`config.mk`:
```
export PLATFORM = sky130hd
export DESIGN_NAME = audio_fetch_dma
export DESIGN_NICKNAME = d
export VERILOG_FILES = /design/src/rtl/audio_fetch_pkg.sv /design/src/rtl/audio_fetch_regs.sv /design/src/rtl/audio_fetch_ctrl.sv /design/src/rtl/audio_fetch_dpath.sv /design/src/rtl/audio_fetch_dma.sv
export SDC_FILE = /design/constraint.sdc
export NUM_CORES = 1
export LEC_CHECK = 0
export ABC_AREA = 1
export CORE_UTILIZATION = 40
export DETAILED_ROUTE_END_ITERATION = 8
export PLACE_DENSITY = 0.61
export SLEW_MARGIN = 30
export SYNTH_ARGS = -nofsm -noshare
export SYNTH_HDL_FRONTEND = slang
export SYNTH_HIERARCHICAL = 1
export SYNTH_SLANG_ARGS = --single-unit
```
`constraint.sdc`:
```
create_clock -name clk -period 4.7 [get_ports clk]
set_input_delay 0.94 -clock clk [delete_from_list [all_inputs] [get_ports clk]]
set_output_delay 0.94 -clock clk [all_outputs]
set_load 0.03 [all_outputs]
```
`src/rtl/audio_fetch_pkg.sv`:
```
`timescale 1ns/1ps
package audio_fetch_pkg;
  localparam int REG_AW = 6;

  localparam logic [REG_AW-1:0] OFS_CFG    = 6'h00;
  localparam logic [REG_AW-1:0] OFS_GO     = 6'h01;
  localparam logic [REG_AW-1:0] OFS_HALT   = 6'h02;
  localparam logic [REG_AW-1:0] OFS_THRESH = 6'h03;
  localparam logic [REG_AW-1:0] OFS_SRC    = 6'h04;
  localparam logic [REG_AW-1:0] OFS_LAST   = 6'h08;
  localparam logic [REG_AW-1:0] OFS_MASK   = 6'h0C;
  localparam logic [REG_AW-1:0] OFS_EVENT  = 6'h0D;
  localparam logic [REG_AW-1:0] OFS_MUTE   = 6'h0E;
  localparam logic [REG_AW-1:0] OFS_SLOTS  = 6'h0F;

  localparam int EV_EMPTY = 0;
  localparam int EV_FULL  = 1;
  localparam int EV_DONE  = 2;
  localparam int EV_RETRY = 3;
  localparam int EV_LOST  = 4;
  localparam int EV_ERROR = 5;

  typedef struct packed {
    logic running;
    logic loadStart;
    logic takeBeat;
    logic fifoClear;
  } fetchStrobe_t;

  typedef enum logic [2:0] {ST_IDLE, ST_ARB, ST_REQ, ST_DATA, ST_FIN} fetchState_t;
endpackage

```
`src/rtl/audio_fetch_regs.sv`:
```
`timescale 1ns/1ps
module audio_fetch_regs
  import audio_fetch_pkg::*;
#(
  parameter int AW = 32
) (
  input  logic              clk,
  input  logic              rstN,
  input  logic              wrEn,
  input  logic [REG_AW-1:0] addr,
  input  logic [7:0]        wrData,
  output logic [7:0]        rdData,
  output logic              burstEn,
  output logic [1:0]        burstSel,
  output logic              lockEn,
  output logic              fifoRst,
  output logic              goPulse,
  output logic              haltPulse,
  output logic [7:0]        thresh,
  output logic [AW-1:0]     srcAddr,
  output logic [AW-1:0]     lastAddr,
  output logic [7:0]        slots,
  input  logic [5:0]        evSet,
  output logic [5:0]        status,
  output logic              irq
);
  localparam int NB = AW / 8;

  logic [3:0] cfgReg;
  logic [7:0] maskReg;
  logic [5:0] muteReg;
  logic [7:0] srcB [NB];
  logic [7:0] lastB [NB];
  logic [5:0] evGated;
  logic [5:0] w1c;

  // Per-byte writes of the two address registers; every other register is
  // written in the single always_ff below.
  for (genvar i = 0; i < NB; i++) begin : g_bytes
    assign srcAddr[8*i +: 8]  = srcB[i];
    assign lastAddr[8*i +: 8] = lastB[i];
    always_ff @(posedge clk or negedge rstN) begin
      if (!rstN) begin
        srcB[i]  <= '0;
        lastB[i] <= '0;
      end else if (wrEn) begin
        if (addr == OFS_SRC + REG_AW'(i))  srcB[i]  <= wrData;
        if (addr == OFS_LAST + REG_AW'(i)) lastB[i] <= wrData;
      end
    end
  end

  assign goPulse   = wrEn && (addr == OFS_GO) && wrData[0];
  assign haltPulse = wrEn && (addr == OFS_HALT) && wrData[0];
  assign fifoRst   = wrEn && (addr == OFS_CFG) && wrData[7];
  assign burstEn   = cfgReg[0];
  assign burstSel  = cfgReg[2:1];
  assign lockEn    = cfgReg[3];

  always_comb begin
    evGated = evSet;
    evGated[EV_DONE] = evSet[EV_DONE] && !maskReg[7];
    w1c = (wrEn && addr == OFS_EVENT) ? wrData[5:0] : 6'd0;
  end

  always_ff @(posedge clk or negedge rstN) begin
    if (!rstN) begin
      cfgReg  <= '0;
      thresh  <= 8'h80;
      maskReg <= 8'hFF;
      muteReg <= 6'h3F;
      slots   <= '0;
      status  <= '0;
    end else begin
      status <= (status & ~w1c) | evGated;
      if (wrEn) begin
        case (addr)
          OFS_CFG:    cfgReg  <= wrData[3:0];
          OFS_THRESH: thresh  <= wrData;
          OFS_MASK:   maskReg <= wrData;
          OFS_MUTE:   muteReg <= wrData[5:0];
          OFS_SLOTS:  slots   <= wrData;
          default: ;
        endcase
      end
    end
  end

  assign irq = |(status & ~muteReg);

  always_comb begin
    rdData = '0;
    case (addr)
      OFS_CFG:    rdData = {4'd0, cfgReg};
      OFS_THRESH: rdData = thresh;
      OFS_MASK:   rdData = maskReg;
      OFS_EVENT:  rdData = {2'd0, status};
      OFS_MUTE:   rdData = {2'd0, muteReg};
      OFS_SLOTS:  rdData = slots;
      default: ;
    endcase
    for (int i = 0; i < NB; i++) begin
      if (addr == OFS_SRC + REG_AW'(i))  rdData = srcB[i];
      if (addr == OFS_LAST + REG_AW'(i)) rdData = lastB[i];
    end
  end
endmodule

```
`src/rtl/audio_fetch_ctrl.sv`:
```
`timescale 1ns/1ps
module audio_fetch_ctrl
  import audio_fetch_pkg::*;
#(
  parameter int FIFO_WORDS = 256,
  parameter int LVL_W      = 9,
  parameter int RB_W       = 31
) (
  input  logic             clk,
  input  logic             rstN,
  input  logic             goPulse,
  input  logic             haltPulse,
  input  logic             fifoRst,
  input  logic             burstEn,
  input  logic [1:0]       burstSel,
  input  logic [7:0]       thresh,
  input  logic [LVL_W-1:0] level,
  input  logic [RB_W-1:0]  remBeats,
  input  logic             busGnt,
  input  logic             rdValid,
  input  logic             rdErr,
  output logic             busReq,
  output logic [4:0]       busBeats,
  output fetchStrobe_t     strobe,
  output logic             evDone,
  output logic             evError
);
  fetchState_t state, stateNext;
  logic [4:0] lenReg, cntReg, want, pick;
  logic roomOk, beatOk;

  always_comb begin
    if (!burstEn) want = 5'd1;
    else begin
      case (burstSel)
        2'd0:    want = 5'd4;
        2'd1:    want = 5'd8;
        default: want = 5'd16;
      endcase
    end
    pick   = (remBeats < RB_W'(want)) ? 5'd1 : want;
    roomOk = (int'(level) < int'(thresh)) && (int'(level) + int'(pick) <= FIFO_WORDS);
    beatOk = (state == ST_DATA) && rdValid && !rdErr && !haltPulse;
  end

  always_comb begin
    stateNext = state;
    case (state)
      ST_IDLE: if (goPulse) stateNext = ST_ARB;
      ST_ARB: begin
        if (remBeats == '0) stateNext = ST_FIN;
        else if (roomOk)    stateNext = ST_REQ;
      end
      ST_REQ: if (busGnt) stateNext = ST_DATA;
      ST_DATA: begin
        if (rdValid) begin
          if (rdErr)                       stateNext = ST_IDLE;
          else if (remBeats == RB_W'(1))   stateNext = ST_FIN;
          else if (cntReg == 5'd1)         stateNext = ST_ARB;
        end
      end
      default: stateNext = ST_IDLE;
    endcase
    if (haltPulse) stateNext = ST_IDLE;
  end

  always_ff @(posedge clk or negedge rstN) begin
    if (!rstN) begin
      state  <= ST_IDLE;
      lenReg <= 5'd1;
      cntReg <= '0;
    end else begin
      state <= stateNext;
      if (state == ST_ARB) lenReg <= pick;
      if (state == ST_REQ && busGnt) cntReg <= lenReg;
      else if (beatOk)               cntReg <= cntReg - 5'd1;
    end
  end

  assign busReq           = (state == ST_REQ);
  assign busBeats         = lenReg;
  assign strobe.running   = (state != ST_IDLE);
  assign strobe.loadStart = (state == ST_IDLE) && goPulse && !haltPulse;
  assign strobe.takeBeat  = beatOk;
  assign strobe.fifoClear = fifoRst;
  assign evDone           = (state == ST_FIN);
  assign evError          = (state == ST_DATA) && rdValid && rdErr && !haltPulse;
endmodule

```
`src/rtl/audio_fetch_dpath.sv`:
```
`timescale 1ns/1ps
module audio_fetch_dpath
  import audio_fetch_pkg::*;
#(
  parameter int AW         = 32,
  parameter int FIFO_WORDS = 256,
  parameter int LVL_W      = 9,
  parameter int RB_W       = 31
) (
  input  logic             clk,
  input  logic             rstN,
  input  fetchStrobe_t     strobe,
  input  logic [AW-1:0]    srcAddr,
  input  logic [AW-1:0]    lastAddr,
  input  logic             popReq,
  output logic [AW-1:0]    curAddr,
  output logic [RB_W-1:0]  remBeats,
  output logic [LVL_W-1:0] level,
  output logic             evFull,
  output logic             evEmpty,
  output logic             evLost
);
  logic [AW+1:0] span;
  logic [LVL_W-1:0] levelNext;
  logic pop, push;

  always_comb begin
    span     = {2'b00, lastAddr} + (AW+2)'(1) - {2'b00, curAddr};
    remBeats = span[AW+1] ? '0 : span[AW:2];
    push     = strobe.takeBeat;
    pop      = popReq && (level != '0);
    if (strobe.fifoClear) levelNext = '0;
    else                  levelNext = level + LVL_W'(push) - LVL_W'(pop);
  end

  always_ff @(posedge clk or negedge rstN) begin
    if (!rstN) begin
      curAddr <= '0;
      level   <= '0;
    end else begin
      level <= levelNext;
      if (strobe.loadStart)     curAddr <= srcAddr;
      else if (strobe.takeBeat) curAddr <= curAddr + AW'(4);
    end
  end

  assign evFull  = !strobe.fifoClear && (levelNext == LVL_W'(FIFO_WORDS)) && (level != LVL_W'(FIFO_WORDS));
  assign evEmpty = !strobe.fifoClear && pop && !push && (level == LVL_W'(1));
  assign evLost  = popReq && (level == '0) && strobe.running;
endmodule

```
`src/rtl/audio_fetch_dma.sv`:
```
`timescale 1ns/1ps
module audio_fetch_dma
  import audio_fetch_pkg::*;
#(
  parameter int AW         = 32,
  parameter int FIFO_WORDS = 256
) (
  input  logic              clk,
  input  logic              rstN,
  input  logic              regWrEn,
  input  logic [REG_AW-1:0] regAddr,
  input  logic [7:0]        regWrData,
  output logic [7:0]        regRdData,
  output logic              busReq,
  output logic [AW-1:0]     busAddr,
  output logic [4:0]        busBeats,
  output logic              busLock,
  input  logic              busGnt,
  input  logic              rdValid,
  input  logic [31:0]       rdData,
  input  logic              rdErr,
  output logic              sampleValid,
  output logic [31:0]       sampleData,
  input  logic              popReq,
  output logic [7:0]        slotEnable,
  output logic              irq
);
  localparam int LVL_W = $clog2(FIFO_WORDS + 1);
  localparam int RB_W  = AW - 1;

  logic burstEn, lockEn, fifoRst, goPulse, haltPulse;
  logic [1:0] burstSel;
  logic [7:0] thresh;
  logic [AW-1:0] srcAddr, lastAddr;
  logic [5:0] status, evSet;
  logic [LVL_W-1:0] level;
  logic [RB_W-1:0] remBeats;
  logic evDone, evError, evFull, evEmpty, evLost;
  fetchStrobe_t strobe;

  audio_fetch_regs #(.AW(AW)) i_regs (
    .clk, .rstN, .wrEn(regWrEn), .addr(regAddr), .wrData(regWrData), .rdData(regRdData),
    .burstEn, .burstSel, .lockEn, .fifoRst, .goPulse, .haltPulse, .thresh,
    .srcAddr, .lastAddr, .slots(slotEnable), .evSet, .status, .irq
  );

  audio_fetch_ctrl #(.FIFO_WORDS(FIFO_WORDS), .LVL_W(LVL_W), .RB_W(RB_W)) i_ctrl (
    .clk, .rstN, .goPulse, .haltPulse, .fifoRst, .burstEn, .burstSel, .thresh, .level,
    .remBeats, .busGnt, .rdValid, .rdErr, .busReq, .busBeats, .strobe, .evDone, .evError
  );

  audio_fetch_dpath #(.AW(AW), .FIFO_WORDS(FIFO_WORDS), .LVL_W(LVL_W), .RB_W(RB_W)) i_dpath (
    .clk, .rstN, .strobe, .srcAddr, .lastAddr, .popReq, .curAddr(busAddr), .remBeats,
    .level, .evFull, .evEmpty, .evLost
  );

  assign evSet       = {evError, evLost, 1'b0, evDone, evFull, evEmpty};
  assign busLock     = lockEn && busReq;
  assign sampleValid = strobe.takeBeat;
  assign sampleData  = rdData;
endmodule

```
==> metrics.sh <==
LAYOUT.NETS=2130
PLACED_CELLS=2339
SYN-NUM-NETS=1971
TIMING.CRITICAL_PATH.FROM_TYPE='register'
CTS_BUFFERS=17
ANTENNA_CELLS_INSERTED=0
DPL.HPWL_MM=33.11
CLOCK_INSERTION_DELAY_WORST_SKEW_NS=0.44
CLKSINKCOUNT=157
CTS.ROOT.BUFFER_CELL='sky130_fd_sc_hd__clkbuf_16'
CRITICAL_PATH_CLASS='reg2reg'
SYNTH_AREA_LEADERS='sky130_fd_sc_hd__dfrtp_1 28%, sky130_fd_sc_hd__nand2_1 15%, sky130_fd_sc_hd__ha_1 9.0%'
YOSYS_REGISTER_BITS=157
STATUS='finished with violations'
TRITONCTS='yes'
SYNTH_SEQUENTIAL_AREA_RATIO_PCT=31.26
SYNTHARSTFLOPSHARE_PCT=100.0
WORST_PATH_MAX_DELAY_CELL='sky130_fd_sc_hd__fa_1'
FINALMAXSLEWVIOLATIONS=0
GRT_START_MAX_NET_PINS=96
POST_ROUTE_CELLS_DRIVE_ABOVE_1_SHARE_PCT=23.75
POSTSYNTHCELLCOUNT=1824
CELLLEAKAGEPOWER_nW=7.663
MULTI_INPUT_COMB_AREA_SQ_MM=0.008422
SYNTH-EDFF-COUNT=0
DRT.ANTENNA.VIOLATING_NETS=0
BOUNDARY_PIN_COUNT=142
CTS_MAX_LEVEL=4
N_FILL_CELL=2971
MAXIMUM_FANOUT_ALONG_THE_WORST_PATH=5
GRT_USE_MET2_PCT=45.74
FIRST_GLOBAL_VIAS=12080
GRT_SETUP_UNREPAIRED='yes'
WORST_HOLD_MARGIN_NS=0.4988
INITIAL_UTILIZATION_PCT=40.98
MIN-DELAY-PATH-CLASS='reg2reg'
PLACE.PORT_BUFFERS=76
POST_SYNTH_INSTANCE_AREA_SQ_MM=0.01263
CLK_PATH_BUF_DEPTH=2
GRT_PASS1_WL_MM=66.10
WORST-ENDPOINT-REQUIRED_NS=5.04
YOSYS.AREA.TOP_TYPE_SHARE_PCT=27.93
GPL.FINAL_WEIGHTED_CONGESTION=1.016
AREA_GROWTH_PCT=29.10
SEQCELLAREA_SQ_MM=0.003958
CP-END-KIND='register'
MOST_USED_ROUTING_LAYER_IN_GLOBAL_ROUTING='met2'
CORE-AREA_SQ_MM=0.03083
YOSYS_WARNINGS=6
MAX_CLOCK_FREQ_MHz=222.0
YOSYS.CELL_TYPES.COUNT=54
GLOBALROUTEOVERFLOWTOTAL=0
FINAL.MIN_CLOCK_PERIOD_NS=4.505
GRT_ANTENNA_BEFORE_REPAIR=0
DESIGN.DIE.AREA_SQ_MM=0.03230
FINALSETUPVIOLCOUNT=0
CRIT_FAMILY='simple AND/OR/NAND/NOR gates'
NUM_VIAS=12650
TRACK_USAGE_PCT=26.18
POSTROUTEWIRELENGTH_MM=43.24
CTS.REPORTEDPATHS.CLKPINSLEW_NS=0.08
SLEW_HEADROOM_PCT=47.06
REMAINING_DRC_ERRORS=13
DRT_FIRST_PASS_ITERS=8
SYN_AVG_CELL_AREA_SQ_UM=6.926
CRITICAL-PATH-MAX-STAGE-DELAY_NS=0.56
WORST-SLEW-PIN-TRANSITION_NS=0.7940
VIOLATIONS='design-rule violations'
TIMING_HOLD_VIOLATIONS_FINAL=0
CRITPATHARRIVALTIME_NS=4.84
ROUTED_WIRE_LENGTH_PER_INSTANCE_UM=18.08
GRT.MET1_USAGE_PCT=34.09
LAYOUT.CELLS.NON_FILLER=2392
DIE_HEIGHT_UM=179.7
POST_DRT_VIA_CELL_RATIO=5.287
SYNTH_AREA_LEADER_CELL='sky130_fd_sc_hd__dfrtp_1'
POSTSYNTH.TOPFLOPCELL='sky130_fd_sc_hd__dfrtp_1'
FIN_CRIT_SH_PCT=95.85
CRIT_BUF_INV=4
FIRST_ITER_VIOLATIONS=916
GRT_UTIL_MET3_PCT=2.168
CLOCK-SKEW-FINAL_NS=0.01670
POWERDENSITY_mW_PER_MM2=558.7
MAX_CAP_VIOL_COUNT=0
IR_DROP_mV=0.4301
PLACEMENTROWS=64
DIE_WD_UM=179.7
## cells in the final DEF (no fill, tap or decap), types with 7 or more instances in the layout
cell                              netlist  routed
sky130_fd_sc_hd__nand4_1               33      33
sky130_fd_sc_hd__o21bai_1               9       8
sky130_fd_sc_hd__nor2_1               175     147
sky130_fd_sc_hd__nor2_4                13      25
sky130_fd_sc_hd__a22oi_1               19      19
sky130_fd_sc_hd__xnor2_1               18      18
sky130_fd_sc_hd__nand2_2               17      42
sky130_fd_sc_hd__nand3_2                5      10
sky130_fd_sc_hd__nor2_2                29      45
sky130_fd_sc_hd__nor3_2                 5      11
sky130_fd_sc_hd__ha_1                  91      38
sky130_fd_sc_hd__dfstp_2               16      16
sky130_fd_sc_hd__a21oi_1               68      46
sky130_fd_sc_hd__nor3_1                17       9
sky130_fd_sc_hd__buf_4                 36     134
sky130_fd_sc_hd__buf_12                 1       8
sky130_fd_sc_hd__dfrtp_1              141     134
sky130_fd_sc_hd__nand2_4                3      10
sky130_fd_sc_hd__nand3_1              103      97
sky130_fd_sc_hd__dfrtp_2                0       7
sky130_fd_sc_hd__xor2_1                21      21
sky130_fd_sc_hd__inv_2                  9      24
sky130_fd_sc_hd__nand2_1              518     486
sky130_fd_sc_hd__o221ai_1               9       9
sky130_fd_sc_hd__clkbuf_16              0      17
sky130_fd_sc_hd__o21ai_1                6       9
sky130_fd_sc_hd__clkdlybuf4s50_1        0      68
sky130_fd_sc_hd__o21ai_0              131     123
sky130_fd_sc_hd__inv_1                236     219
sky130_fd_sc_hd__a21oi_2                1      18
sky130_fd_sc_hd__ha_4                   0      49
## path summary, 6_finish.rpt
check | startpoint | to | slack [ns] | cells past startpoint
worst max-delay path | i_regs/lastAddr[30] | i_ctrl/state[0] | 0.20 | 34
worst min-delay path | i_regs/maskReg[5] | i_regs/maskReg[5] | 0.50 | 2
worst max register to register | i_regs/lastAddr[30] | i_ctrl/state[0] | 0.20 | 34
worst min register to register | i_regs/maskReg[5] | i_regs/maskReg[5] | 0.50 | 2
max in group asynchronous | rstN | i_dpath/curAddr[1] | 3.08 | 2
min in group asynchronous | rstN | i_ctrl/cntReg[3] | 0.58 | 1
## tightest hold or removal path: stages, from the launching register on
cell and delay [ns]:
sky130_fd_sc_hd__dfstp_2 0.38, sky130_fd_sc_hd__nand2_1 0.05, sky130_fd_sc_hd__o21ai_0 0.07
## metrics by stage
stage / setup TNS (ns) / utilization [%] / power [mW] / instance area [sq um] / setup WS [ns]
global placement: -0.2033 / 46.60 / 6.673 / 14370 / -0.1120
finish: 0 / 52.90 / 9.112 / 16310 / 0.1953
CTS: 0 / 48.90 / 8.208 / 15070 / 0.009296
floorplan: 0 / - / 5.050 / 12630 / 0.1090
global route: -0.2036 / 52.90 / 9.753 / 16310 / -0.1136
detailed placement: -0.3184 / 46.62 / 6.692 / 14370 / -0.1632
## cell families (layout without fill, tap and decap cells)
kind of cell / Yosys count / after routing / share of synthesized area [%]
compound gates: 262 / 262 / 11.74
fa+ha+maj: 94 / 94 / 9.488
flops: 157 / 157 / 31.26
other cells: 2 / 2 / 0.05945
xor+xnor: 39 / 39 / 2.704
buf+inv: 321 / 493 / 11.22
simple gates: 948 / 948 / 33.45
mux: 1 / 1 / 0.08913
## sequential cells by signal, indices dropped and copies added, names as in the netlist
signal,flops
i_regs/muteReg,6
i_regs/slots,8
i_regs/srcAddr,32
i_regs/status,6
i_regs/lastAddr,32
i_dpath/level,9
i_regs/maskReg,8
i_ctrl/state,3
i_ctrl/cntReg,5
i_dpath/curAddr,32
i_ctrl/busBeats,4
i_regs/thresh,8
i_regs/cfgReg,4
## where the power goes
group	internal [mW]	switching (mW)
sequential	1.64	0.313
combinational	2.40	3.36
clock	0.730	0.669
## routing by layer
layer	wire (um)	part of all wire (%)	vias up
met5	0	0	-
met4	1132	2.6	0
met3	1944	4.5	63
met2	21500	50	382
met1	18670	43	6019
li1	-	-	6183
## synthesized netlist by cell type, types with 3 or more instances
cell and instances:
sky130_fd_sc_hd__o211ai_1 5, sky130_fd_sc_hd__xnor2_1 18, sky130_fd_sc_hd__a21oi_1 68, sky130_fd_sc_hd__or2_2 3, sky130_fd_sc_hd__nor4_1 10, sky130_fd_sc_hd__buf_4 36, sky130_fd_sc_hd__nand3b_1 5, sky130_fd_sc_hd__nor2_2 29
sky130_fd_sc_hd__nand4_1 33, sky130_fd_sc_hd__ha_1 91, sky130_fd_sc_hd__nand2_4 3, sky130_fd_sc_hd__nand2_2 17, sky130_fd_sc_hd__o21ai_1 6, sky130_fd_sc_hd__nor2_1 175, sky130_fd_sc_hd__nand3_2 5, sky130_fd_sc_hd__a22oi_1 19
sky130_fd_sc_hd__dfrtp_1 141, sky130_fd_sc_hd__clkbuf_1 18, sky130_fd_sc_hd__o21ai_0 131, sky130_fd_sc_hd__buf_2 13, sky130_fd_sc_hd__o221ai_1 9, sky130_fd_sc_hd__nor3_2 5, sky130_fd_sc_hd__xor2_1 21, sky130_fd_sc_hd__dfstp_2 16
sky130_fd_sc_hd__o21bai_1 9, sky130_fd_sc_hd__nand3_1 103, sky130_fd_sc_hd__buf_6 6, sky130_fd_sc_hd__fa_1 3, sky130_fd_sc_hd__o21a_1 3, sky130_fd_sc_hd__nor2_4 13, sky130_fd_sc_hd__inv_1 236, sky130_fd_sc_hd__nor3_1 17
sky130_fd_sc_hd__nand2_1 518, sky130_fd_sc_hd__inv_2 9, sky130_fd_sc_hd__o22ai_1 5
## area by class of cell
| class | count | share of cell area (%) |
|---|---|---|
| inverters | 247 | 5.746 |
| repair buffers | 214 | 11.61 |
| clock buffers | 18 | 2.693 |
| multi-input cells | 1346 | 51.64 |
| clock inverters | 14 | 1.005 |
| well taps | 396 | 3.038 |
| flip-flops and latches | 157 | 24.27 |
## repair_timing
item / in CTS / in global routing
setup buffers: 2 / 19
hold buffers: 0 / 0
gates resized for setup: 22 / 217
setup endpoints to repair: 3 / 3
gates cloned: 0 / 0
pin swaps: 6 / 40
No activity file was read; power rests on OpenSTA's default activity.
